File: config.mk
export PLATFORM = sky130hd
export DESIGN_NAME = dual_load_dmem
export DESIGN_NICKNAME = d
export VERILOG_FILES = /design/src/rtl/dlm_pkg.sv /design/src/rtl/dlm_bank.sv /design/src/rtl/dlm_steer.sv /design/src/rtl/dlm_return.sv /design/src/rtl/dual_load_dmem.sv
export SDC_FILE = /design/constraint.sdc
export NUM_CORES = 2
export LEC_CHECK = 0
export BUFFER_PORTS_ARGS = -buffer_cell sky130_fd_sc_hd__buf_2
export CAP_MARGIN = 20
export CORE_MARGIN = 5
export CORE_UTILIZATION = 25
export DETAILED_ROUTE_END_ITERATION = 10
export SKIP_CTS_REPAIR_TIMING = 1
export SLEW_MARGIN = 5
export SYNTH_ARGS = -nofsm -noshare
export SYNTH_HDL_FRONTEND = slang
export SYNTH_SLANG_ARGS = --single-unit
File: constraint.sdc
create_clock -name clk -period 3.7 [get_ports clk]
set_clock_uncertainty 0.15 [all_clocks]
set_input_delay 0.185 -clock clk [delete_from_list [all_inputs] [get_ports clk]]
set_output_delay 0.185 -clock clk [all_outputs]
set_load 0.01 [all_outputs]
File: src/rtl/dlm_pkg.sv
package dlm_pkg;
  typedef enum logic {
    ORG_REPLICATED = 1'b0,
    ORG_BANKED     = 1'b1
  } org_e;

  localparam int NUM_BANKS = 2;
endpackage

File: src/rtl/dlm_bank.sv
module dlm_bank #(
  parameter int DATA_W = 32,
  parameter int AW     = 5
) (
  input  logic              clk,
  input  logic              rd_en,
  input  logic [AW-1:0]     rd_addr,
  input  logic              wr_en,
  input  logic [AW-1:0]     wr_addr,
  input  logic [DATA_W-1:0] wr_data,
  output logic [DATA_W-1:0] rd_data
);
  localparam int DEPTH = 1 << AW;

  logic [DATA_W-1:0] mem [DEPTH];
  logic [DATA_W-1:0] rd_q;

  // write port
  always_ff @(posedge clk) begin
    if (wr_en) mem[wr_addr] <= wr_data;
  end

  // read port samples the array before this edge's write lands
  always_ff @(posedge clk) begin
    if (rd_en) rd_q <= mem[rd_addr];
  end

  assign rd_data = rd_q;
endmodule

File: src/rtl/dlm_steer.sv
module dlm_steer
  import dlm_pkg::*;
#(
  parameter int   ADDR_W  = 6,
  parameter int   BANK_AW = 5,
  parameter org_e ORG     = ORG_BANKED
) (
  input  logic                    clk,
  input  logic                    rst_n,
  input  logic                    ld0_vld,
  input  logic [ADDR_W-1:0]       ld0_addr,
  input  logic                    ld1_vld,
  input  logic [ADDR_W-1:0]       ld1_addr,
  output logic [1:0]              rd_en,
  output logic [1:0][BANK_AW-1:0] rd_addr,
  output logic                    srv0,
  output logic                    srv0_bank,
  output logic                    srv1,
  output logic                    srv1_bank,
  output logic                    conflict,
  output logic                    busy
);
  generate
    if (ORG == ORG_REPLICATED) begin : g_rep
      always_comb begin
        rd_en[0]   = ld0_vld;
        rd_addr[0] = ld0_addr;
        rd_en[1]   = ld1_vld;
        rd_addr[1] = ld1_addr;
        srv0       = ld0_vld;
        srv0_bank  = 1'b0;
        srv1       = ld1_vld;
        srv1_bank  = 1'b1;
        conflict   = 1'b0;
        busy       = 1'b0;
      end
    end else begin : g_bnk
      logic              pend_d, pend_q;
      logic [ADDR_W-1:0] pend_addr_q;
      logic              pend_addr_en;
      logic              b0, b1;

      assign b0 = ld0_addr[0];
      assign b1 = ld1_addr[0];

      // next-state / steering
      always_comb begin
        rd_en     = '0;
        rd_addr   = '0;
        srv0      = 1'b0;
        srv0_bank = 1'b0;
        srv1      = 1'b0;
        srv1_bank = 1'b0;
        conflict  = 1'b0;
        if (pend_q) begin
          rd_en[pend_addr_q[0]]   = 1'b1;
          rd_addr[pend_addr_q[0]] = pend_addr_q[ADDR_W-1:1];
          srv1                    = 1'b1;
          srv1_bank               = pend_addr_q[0];
        end else begin
          conflict = ld0_vld && ld1_vld && (b0 == b1);
          if (ld0_vld) begin
            rd_en[b0]   = 1'b1;
            rd_addr[b0] = ld0_addr[ADDR_W-1:1];
            srv0        = 1'b1;
            srv0_bank   = b0;
          end
          if (ld1_vld && !conflict) begin
            rd_en[b1]   = 1'b1;
            rd_addr[b1] = ld1_addr[ADDR_W-1:1];
            srv1        = 1'b1;
            srv1_bank   = b1;
          end
        end
        pend_d       = conflict;
        pend_addr_en = conflict;
        busy         = pend_q;
      end

      // registers
      always_ff @(posedge clk or negedge rst_n) begin
        if (!rst_n) pend_q <= 1'b0;
        else        pend_q <= pend_d;
      end

      always_ff @(posedge clk) begin
        if (pend_addr_en) pend_addr_q <= ld1_addr;
      end

      // the deferral lasts a single cycle
      p_defer_once_r6: assert property (@(posedge clk) disable iff (!rst_n)
        pend_q |=> !pend_q);

      // the two slots are never read from the same bank in one cycle
      p_bank_exclusive_r5: assert property (@(posedge clk) disable iff (!rst_n)
        (srv0 && srv1) |-> (srv0_bank != srv1_bank));
    end
  endgenerate
endmodule

File: src/rtl/dlm_return.sv
module dlm_return #(
  parameter int DATA_W = 32
) (
  input  logic                   clk,
  input  logic                   rst_n,
  input  logic                   srv0,
  input  logic                   srv0_bank,
  input  logic                   srv1,
  input  logic                   srv1_bank,
  input  logic [1:0][DATA_W-1:0] bank_rdata,
  output logic                   ld0_rvld,
  output logic [DATA_W-1:0]      ld0_rdata,
  output logic                   ld1_rvld,
  output logic [DATA_W-1:0]      ld1_rdata
);
  logic v0_q, v1_q;
  logic sel0_q, sel1_q;

  always_ff @(posedge clk or negedge rst_n) begin
    if (!rst_n) begin
      v0_q <= 1'b0;
      v1_q <= 1'b0;
    end else begin
      v0_q <= srv0;
      v1_q <= srv1;
    end
  end

  always_ff @(posedge clk) begin
    if (srv0) sel0_q <= srv0_bank;
    if (srv1) sel1_q <= srv1_bank;
  end

  assign ld0_rvld  = v0_q;
  assign ld1_rvld  = v1_q;
  assign ld0_rdata = bank_rdata[sel0_q];
  assign ld1_rdata = bank_rdata[sel1_q];
endmodule

File: src/rtl/dual_load_dmem.sv
module dual_load_dmem
  import dlm_pkg::*;
#(
  parameter int   DATA_W = 32,
  parameter int   ADDR_W = 6,
  parameter org_e ORG    = ORG_BANKED
) (
  input  logic              clk,
  input  logic              rst_n,
  input  logic              ld0_vld,
  input  logic [ADDR_W-1:0] ld0_addr,
  input  logic              ld1_vld,
  input  logic [ADDR_W-1:0] ld1_addr,
  input  logic              st_vld,
  input  logic [ADDR_W-1:0] st_addr,
  input  logic [DATA_W-1:0] st_data,
  output logic              ld0_rvld,
  output logic [DATA_W-1:0] ld0_rdata,
  output logic              ld1_rvld,
  output logic [DATA_W-1:0] ld1_rdata,
  output logic              stall
);
  localparam int BANK_AW = (ORG == ORG_BANKED) ? ADDR_W - 1 : ADDR_W;

  logic [1:0]              rd_en;
  logic [1:0][BANK_AW-1:0] rd_addr;
  logic [1:0]              wr_en;
  logic [1:0][BANK_AW-1:0] wr_addr;
  logic [1:0][DATA_W-1:0]  bank_rdata;
  logic                    srv0, srv0_bank, srv1, srv1_bank;
  logic                    conflict, busy;

  dlm_steer #(.ADDR_W(ADDR_W), .BANK_AW(BANK_AW), .ORG(ORG)) u_steer (
    .clk      (clk),
    .rst_n    (rst_n),
    .ld0_vld  (ld0_vld),
    .ld0_addr (ld0_addr),
    .ld1_vld  (ld1_vld),
    .ld1_addr (ld1_addr),
    .rd_en    (rd_en),
    .rd_addr  (rd_addr),
    .srv0     (srv0),
    .srv0_bank(srv0_bank),
    .srv1     (srv1),
    .srv1_bank(srv1_bank),
    .conflict (conflict),
    .busy     (busy)
  );

  generate
    for (genvar b = 0; b < NUM_BANKS; b++) begin : g_bank
      if (ORG == ORG_REPLICATED) begin : g_wr_rep
        // store broadcast to every copy
        assign wr_en[b]   = st_vld;
        assign wr_addr[b] = st_addr;
      end else begin : g_wr_bnk
        // store goes to the bank named by address bit 0
        assign wr_en[b]   = st_vld && (st_addr[0] == 1'(b));
        assign wr_addr[b] = st_addr[ADDR_W-1:1];
      end

      dlm_bank #(.DATA_W(DATA_W), .AW(BANK_AW)) u_bank (
        .clk    (clk),
        .rd_en  (rd_en[b]),
        .rd_addr(rd_addr[b]),
        .wr_en  (wr_en[b]),
        .wr_addr(wr_addr[b]),
        .wr_data(st_data),
        .rd_data(bank_rdata[b])
      );
    end
  endgenerate

  dlm_return #(.DATA_W(DATA_W)) u_ret (
    .clk       (clk),
    .rst_n     (rst_n),
    .srv0      (srv0),
    .srv0_bank (srv0_bank),
    .srv1      (srv1),
    .srv1_bank (srv1_bank),
    .bank_rdata(bank_rdata),
    .ld0_rvld  (ld0_rvld),
    .ld0_rdata (ld0_rdata),
    .ld1_rvld  (ld1_rvld),
    .ld1_rdata (ld1_rdata)
  );

  assign stall = conflict;

  // a slot-0 load not blocked by a pending deferral returns next cycle
  p_ld0_return_r1: assert property (@(posedge clk) disable iff (!rst_n)
    (ld0_vld && !busy) |=> ld0_rvld);

  // no slot-0 return without a request the cycle before
  p_ld0_no_spurious_r9: assert property (@(posedge clk) disable iff (!rst_n)
    !ld0_vld |=> !ld0_rvld);

  // a stall lasts one cycle and the deferred slot-1 load returns two cycles later
  p_stall_single_r5: assert property (@(posedge clk) disable iff (!rst_n)
    stall |=> !stall);
  p_deferred_return_r5: assert property (@(posedge clk) disable iff (!rst_n)
    stall |-> ##2 ld1_rvld);

  generate
    if (ORG == ORG_REPLICATED) begin : g_chk_rep
      // both loads always return together
      p_both_return_r3: assert property (@(posedge clk) disable iff (!rst_n)
        (ld0_vld && ld1_vld) |=> (ld0_rvld && ld1_rvld));
    end
  endgenerate
endmodule

# ---- Word level (Yosys, flattened, before mapping)
# Memory sizes are Yosys's and may differ from the RTL's. A register that Yosys moved wholly into a read port is not among the register bits.
# Cells that the tools add are included.
dict set report totals {
  input_bits 55
  elab_cells 68
  register_bits 11
  output_inout_bits 67
  mem_count 2
  mem_bits_rw 2048
}
# name depth word_bits read_ports rd_clocked_by_memory_dff write_ports line
set memory_table {}
lappend memory_table {{g_bank[0].u_bank.mem} 32 32 1 1 1 dlm_bank.sv:15} ;# logic [DATA_W-1:0] mem [DEPTH];
lappend memory_table {{g_bank[1].u_bank.mem} 32 32 1 1 1 dlm_bank.sv:15}
dict set report classes {
  bitwise_logic 5
  reduce_logical 10
  muxes 36
  n_lt_le_gt_ge 8
  eq_ne 1
}
# cell n
set op_table {}
lappend op_table {{2-to-1 mux 32 bit} 4}
lappend op_table {{2-to-1 mux 10 bit} 4}
lappend op_table {{AND 10 bit} 2}
lappend op_table {{demux 5 bit (select 1 bit)} 3}
lappend op_table {{2-to-1 mux 5 bit} 3}
lappend op_table {{2-to-1 mux 1 bit} 14}
lappend op_table {{bitwise mux 10 bit} 1}
lappend op_table {{< comparator 1 x 2 -> 1 bit, second input constant} 5}
lappend op_table {{logical AND 1 bit} 8}
lappend op_table {{2-to-1 mux 2 bit} 4}
lappend op_table {{demux 1 bit (select 1 bit)} 3}
lappend op_table {{greater-or-equal comparator 1 bit, second input constant} 3}
lappend op_table {{NOT 1 bit} 2}
lappend op_table {{OR 2 bit} 1}
lappend op_table {{OR reduction 2 bit} 1}
lappend op_table {{equality test 1 bit} 1}
lappend op_table {{zero test 1 bit} 1}

# ---- Depth between registers and ports, before layout
dict set report depth {
  ltp_word 10
  mapped_depth 12
}

# ---- Hierarchy
# From an unflattened synthesis, not the netlist that was laid out.
dict set report hier_totals {
  cells_unflattened 4655
  hier_area_um2 83385.0
}
# mod area_each_um2 cells_per_inst instances
set by_module_without_submodules {}
lappend by_module_without_submodules {dlm_bank 40805.4 2260 2}
lappend by_module_without_submodules {dlm_return 1198.6 76 1}
lappend by_module_without_submodules {dlm_steer 559.3 57 1}
lappend by_module_without_submodules {dual_load_dmem 16.3 2 1}

# ---- Least setup slack after synthesis
# Ideal clock, no wire load.
dict set report synth_path {
  path_kind {flip-flop to flip-flop}
  start {register u_steer.g_bnk.pend_q (netlist: u_steer.busy)}
  end {register g_bank[0].u_bank.rd_q[0] (read register of g_bank[0].u_bank.mem), enable pin}
  slack_ns 0.721
  arrival_time_ns 2.397
  required_time_ns 3.118
  setup_ns 0.432
  path_stages_with_launch 5
  synth_period_minus_slack_ns 2.979
  n_path_buf 2
  cell_sequence {dfrtp_1 -> buf_2 -> buf_2 -> nor2_1 -> a21oi_1}
}
dict set report synth_between {
  elab_chain_len 1
  word_cells_on_any_way 2
  cone_classes {2 x mux}
}
# item line
set synth_rtl {}
lappend synth_rtl {{start, declared} dlm_steer.sv:38} ;# logic pend_d, pend_q;
lappend synth_rtl {{start signal, assigned} dlm_steer.sv:83} ;# else pend_q <= pend_d;
lappend synth_rtl {{2-to-1 mux 2 bit} dlm_steer.sv:55} ;# if (pend_q) begin
lappend synth_rtl {{named net g_bank[0].u_bank.rd_en} dlm_bank.sv:6} ;# input logic rd_en,
lappend synth_rtl {{end, declared} dlm_bank.sv:16} ;# logic [DATA_W-1:0] rd_q;
# The timed path passes the listed nets, and every way through them passes these cells.
# A chain may end at the register's enable or synchronous reset.

# ---- Worst setup path after layout
dict set report layout_path {
  start {register u_steer.g_bnk.pend_q (netlist: u_steer.busy)}
  end {register g_bank[0].u_bank.rd_q[29] (read register of g_bank[0].u_bank.mem), data pin}
}
dict set report layout_between {
  elab_chain_len 1
  word_cells_on_any_way 2
  cone_classes {2 x mux}
}
# item line
set layout_rtl {}
lappend layout_rtl {{2-to-1 mux 10 bit / 2-to-1 mux 2 bit (equally long branches)} dlm_steer.sv:55}
# Several ways; a longest one is shown, not always the timed one.

==> flow_summary.toml <==
[floorplanning]
design.core.area_um2 = 330300
rows = 211
fp.dieW_um = 585.6
floorplan.initialDensity = 0.2508
io_pins = 122
die_height_um = 585.6
fp.dieArea_um2 = 343000

[grt]
grt-ovfl-total = 0
grt_pass1_wl_um = 361600
first_global_vias = 49600
global_route_total_usage_across_every_layer = 0.1426
grt_start_max_net_pins = 128
antenna_found_initial = 15

[yosys]
number_of_enable_type_register_cells_in_the_synthesized_netlist = 2120
average_size_of_a_mapped_cell_um2 = 14.96
ys_types = 62
synthesis.area_um2 = 82840
synth_top_cell_area_share = 0.7685
synth.yosys.seq_area_share = 0.7694
post_synthesis_instance_total = 5538
yosys_register_bits = 2123
synth.net_count = 5593
post-synth-top-area-cell = "edfxtp_1"
number_of_warning_messages_in_the_yosys_log = 0
synth-async-reset-ratio = 0.001413
leading_register_cell_type_out_of_synthesis = "edfxtp_1"
ys_top_cells_by_area = "edfxtp_1 77%, nand2_1 4.7%, mux2i_1 2.3%, and3_1 2.0%, a211oi_1 1.7%"

[setup_path]
worstPathArrival_ps = 3920
end_kind = "register"
worst_path_max_delay_cell = "or4b_1"
critPathRequiredTime_ps = 4120
critPathMaxFanout = 36
rrSetupSlack_ps = 200
critical_path.cell_chain = "or4b_1 -> buf_12 -> nand2_8 -> buf_12 -> buf_4 -> mux2i_1 -> a32oi_1 -> a21oi_1 -> nor4_1"
critical_path.max_stage_delay_ps = 740
critical_path_most_common_cell = "buf_12"
critical_path_buf_inv_count = 3
timing.critical_path.max_delay_family = "buffers and inverters"
cp_startpoint_kind = "register"
crit_type = "reg -> reg"

[routing]
via_per_inst = 4.907
via_count = 50890
post-route-drc-count = 0
postRouteWirelength_um = 254000
detail_route.first_pass.iterations = 7
route.antenna.remaining_nets = 0
detail_route.wl_per_cell_um = 24.49
first_iter_violations = 6181

[timing]
fin_ws_ps = 200.8
slew_violations = 0
final.setup.tns_ps = 0
timing.final.setup_violations = 0
final.min_clock_period_ps = 3499
whs_ps = -16.37
worst-slew-pin-transition_ps = 1104
fmax_ghz = 0.2858
setup_repair_after_global_routing_missed_its_margin = "false"
max-slew-margin-rel = 0.2641
final-hold-violation-count = 15
min_period_over_period = 0.9457

[hold_path]
hold_class = "in -> reg"

[place]
globalplace.congestion = 0.8530
post-place-ws_ps = 72.22
io_buffers = 121
dpl.hpwl_um = 154400

[job]
cap_viol_max_count = 0

[run_status]
outcome = "finished, violations left"
violated_checks = "negative hold slack"

[clock_network]
numCtsBuffers = 199
maximum_level_of_the_cts_h_tree = 4
cts_buffer_depth = 4
clk_root_buffer_cell = "clkbuf_16"
cts_tree = "yes"
worstSkewPairLatency_ps = 840
path_clk_slew_ps = 60
cts_num_sinks = 2123

[power]
peakVddDrop_mv = 0.3387
leakage_nw = 31.54
cellPowerDensity_nw_per_um2 = 517.5

[finish]
finish.utilization = 0.2957
drive_gt1_frac = 0.1479
nets = 5908
area.growth.synth_to_final_pct = 17.90
## registers in the layout, indices dropped and copies added (netlist names)
| register | cells |
|---|---|
| g_bank.u_bank.mem | 2048 |
| u_steer.g_bnk.pend_addr_q | 6 |
| u_ret.ld1_rvld | 1 |
| u_ret.sel1_q | 1 |
| g_bank.u_bank.rd_data | 64 |
| u_ret.sel0_q | 1 |
| u_steer.busy | 1 |
| u_ret.ld0_rvld | 1 |
## cell usage after synthesis, types with 66 or more instances
cell type  count
nand3_1      203
o21ai_0      127
mux2_2        66
and3_1       259
clkbuf_1     267
edfxtp_1    2120
a31oi_1      129
a211oi_1     193
buf_2         70
a32oi_1      157
nand2_1     1035
mux2i_1      192
nor2_1       230
## worst register-to-register path, delay by kind of cell, from the launching register on
kind	cells	cell delay, ps
AND/OR/NAND/NOR	3	930
flip-flops	1	460
multiplexers	1	250
AO/OA/AOI/OAI	2	490
buffers and inverters	3	980
## metrics by stage
step | instance area, µm² | power, mW | std cells | hold slack (ps)
3_5_place_dp | 91180 | 31.92 | 9971 | -162.5
3_3_place_gp | 91140 | 31.86 | 9968 | -163.0
4_1_cts | 97100 | 50.79 | 10320 | -1040
2_1_floorplan | 82840 | 29.50 | 5538 | -260.6
5_1_grt | 97650 | 52.03 | 10360 | -0.8604
6_report | 97670 | 50.54 | 10370 | -16.37
## layer usage
layer	track usage	up-vias	part of all wire
met5	0	-	0
met4	0.06707	0	0.055
met3	0.01900	479	0.078
met2	0.2437	2482	0.49
met1	0.1791	25890	0.38
li1	-	22030	-
## cell usage in the layout (no fill, tap or decap), drive strengths merged, types with 9 or more instances in the layout
cell type / Yosys / routed
and3: 259 / 259
nor2: 232 / 232
buf: 117 / 457
nor2b: 9 / 9
a2bb2oi: 32 / 32
mux2i: 192 / 192
a32oi: 158 / 158
clkbuf: 267 / 248
dlygate4sd3: 0 / 41
nand2: 1036 / 1036
a211oi: 193 / 193
mux2: 66 / 66
clkinv: 0 / 84
a31oi: 129 / 129
o211ai: 62 / 62
o221ai: 33 / 33
o21ai: 129 / 129
a311oi: 65 / 65
nand3: 203 / 203
nor4: 64 / 64
nor3: 39 / 39
a21oi: 65 / 65
edfxtp: 2120 / 2120
## power by group
part	internal [mW]	switching (mW)	total, mW	leakage (nW)
registers	26.8	0.348	27.2	19.1
clock network	10.5	8.57	19.1	2.90
logic	1.39	2.90	4.29	9.49
total	38.7	11.8	50.5	31.5
## cells by family (layout without fill, tap and decap cells)
| logic type | after synthesis | count (layout) | share of synthesized area |
|---|---|---|---|
| AO/OA/AOI/OAI | 894 | 894 | 0.07833 |
| XOR/XNOR | 1 | 1 | 0.0001057 |
| buffers and inverters | 388 | 847 | 0.02004 |
| flip-flops | 2123 | 2123 | 0.7694 |
| multiplexers | 258 | 258 | 0.03217 |
| other | 0 | 7 | 0 |
| AND/OR/NAND/NOR | 1874 | 1874 | 0.09997 |
## final timing paths
path	from	to	depth (start not counted)
worst max-delay path	u_steer.busy$_DFF_PN0_	g_bank[0].u_bank.rd_data[29]$_DFFE_PP_	9
worst min-delay path	st_data[7]	g_bank[0].u_bank.mem[29][7]$_DFFE_PP_	1
worst max register to register	u_steer.busy$_DFF_PN0_	g_bank[0].u_bank.rd_data[29]$_DFFE_PP_	9
worst min register to register	g_bank[0].u_bank.mem[31][30]$_DFFE_PP_	g_bank[0].u_bank.rd_data[30]$_DFFE_PP_	4
max in group asynchronous	rst_n	u_ret.ld0_rvld$_DFF_PN0_	3
min in group asynchronous	rst_n	u_ret.ld1_rvld$_DFF_PN0_	3
## layout make-up
class / instances / area, µm²
antenna: 7 / 17.52
clock buffer: 248 / 5228
fill: 32490 / 232600
tap: 4366 / 5463
timing repair buffer: 498 / 4404
clock inverter: 97 / 689.4
multi-input combinational: 3027 / 18120
sequential: 2123 / 63740
inverter: 4 / 15.01
(Power assumes the default switching activity.)
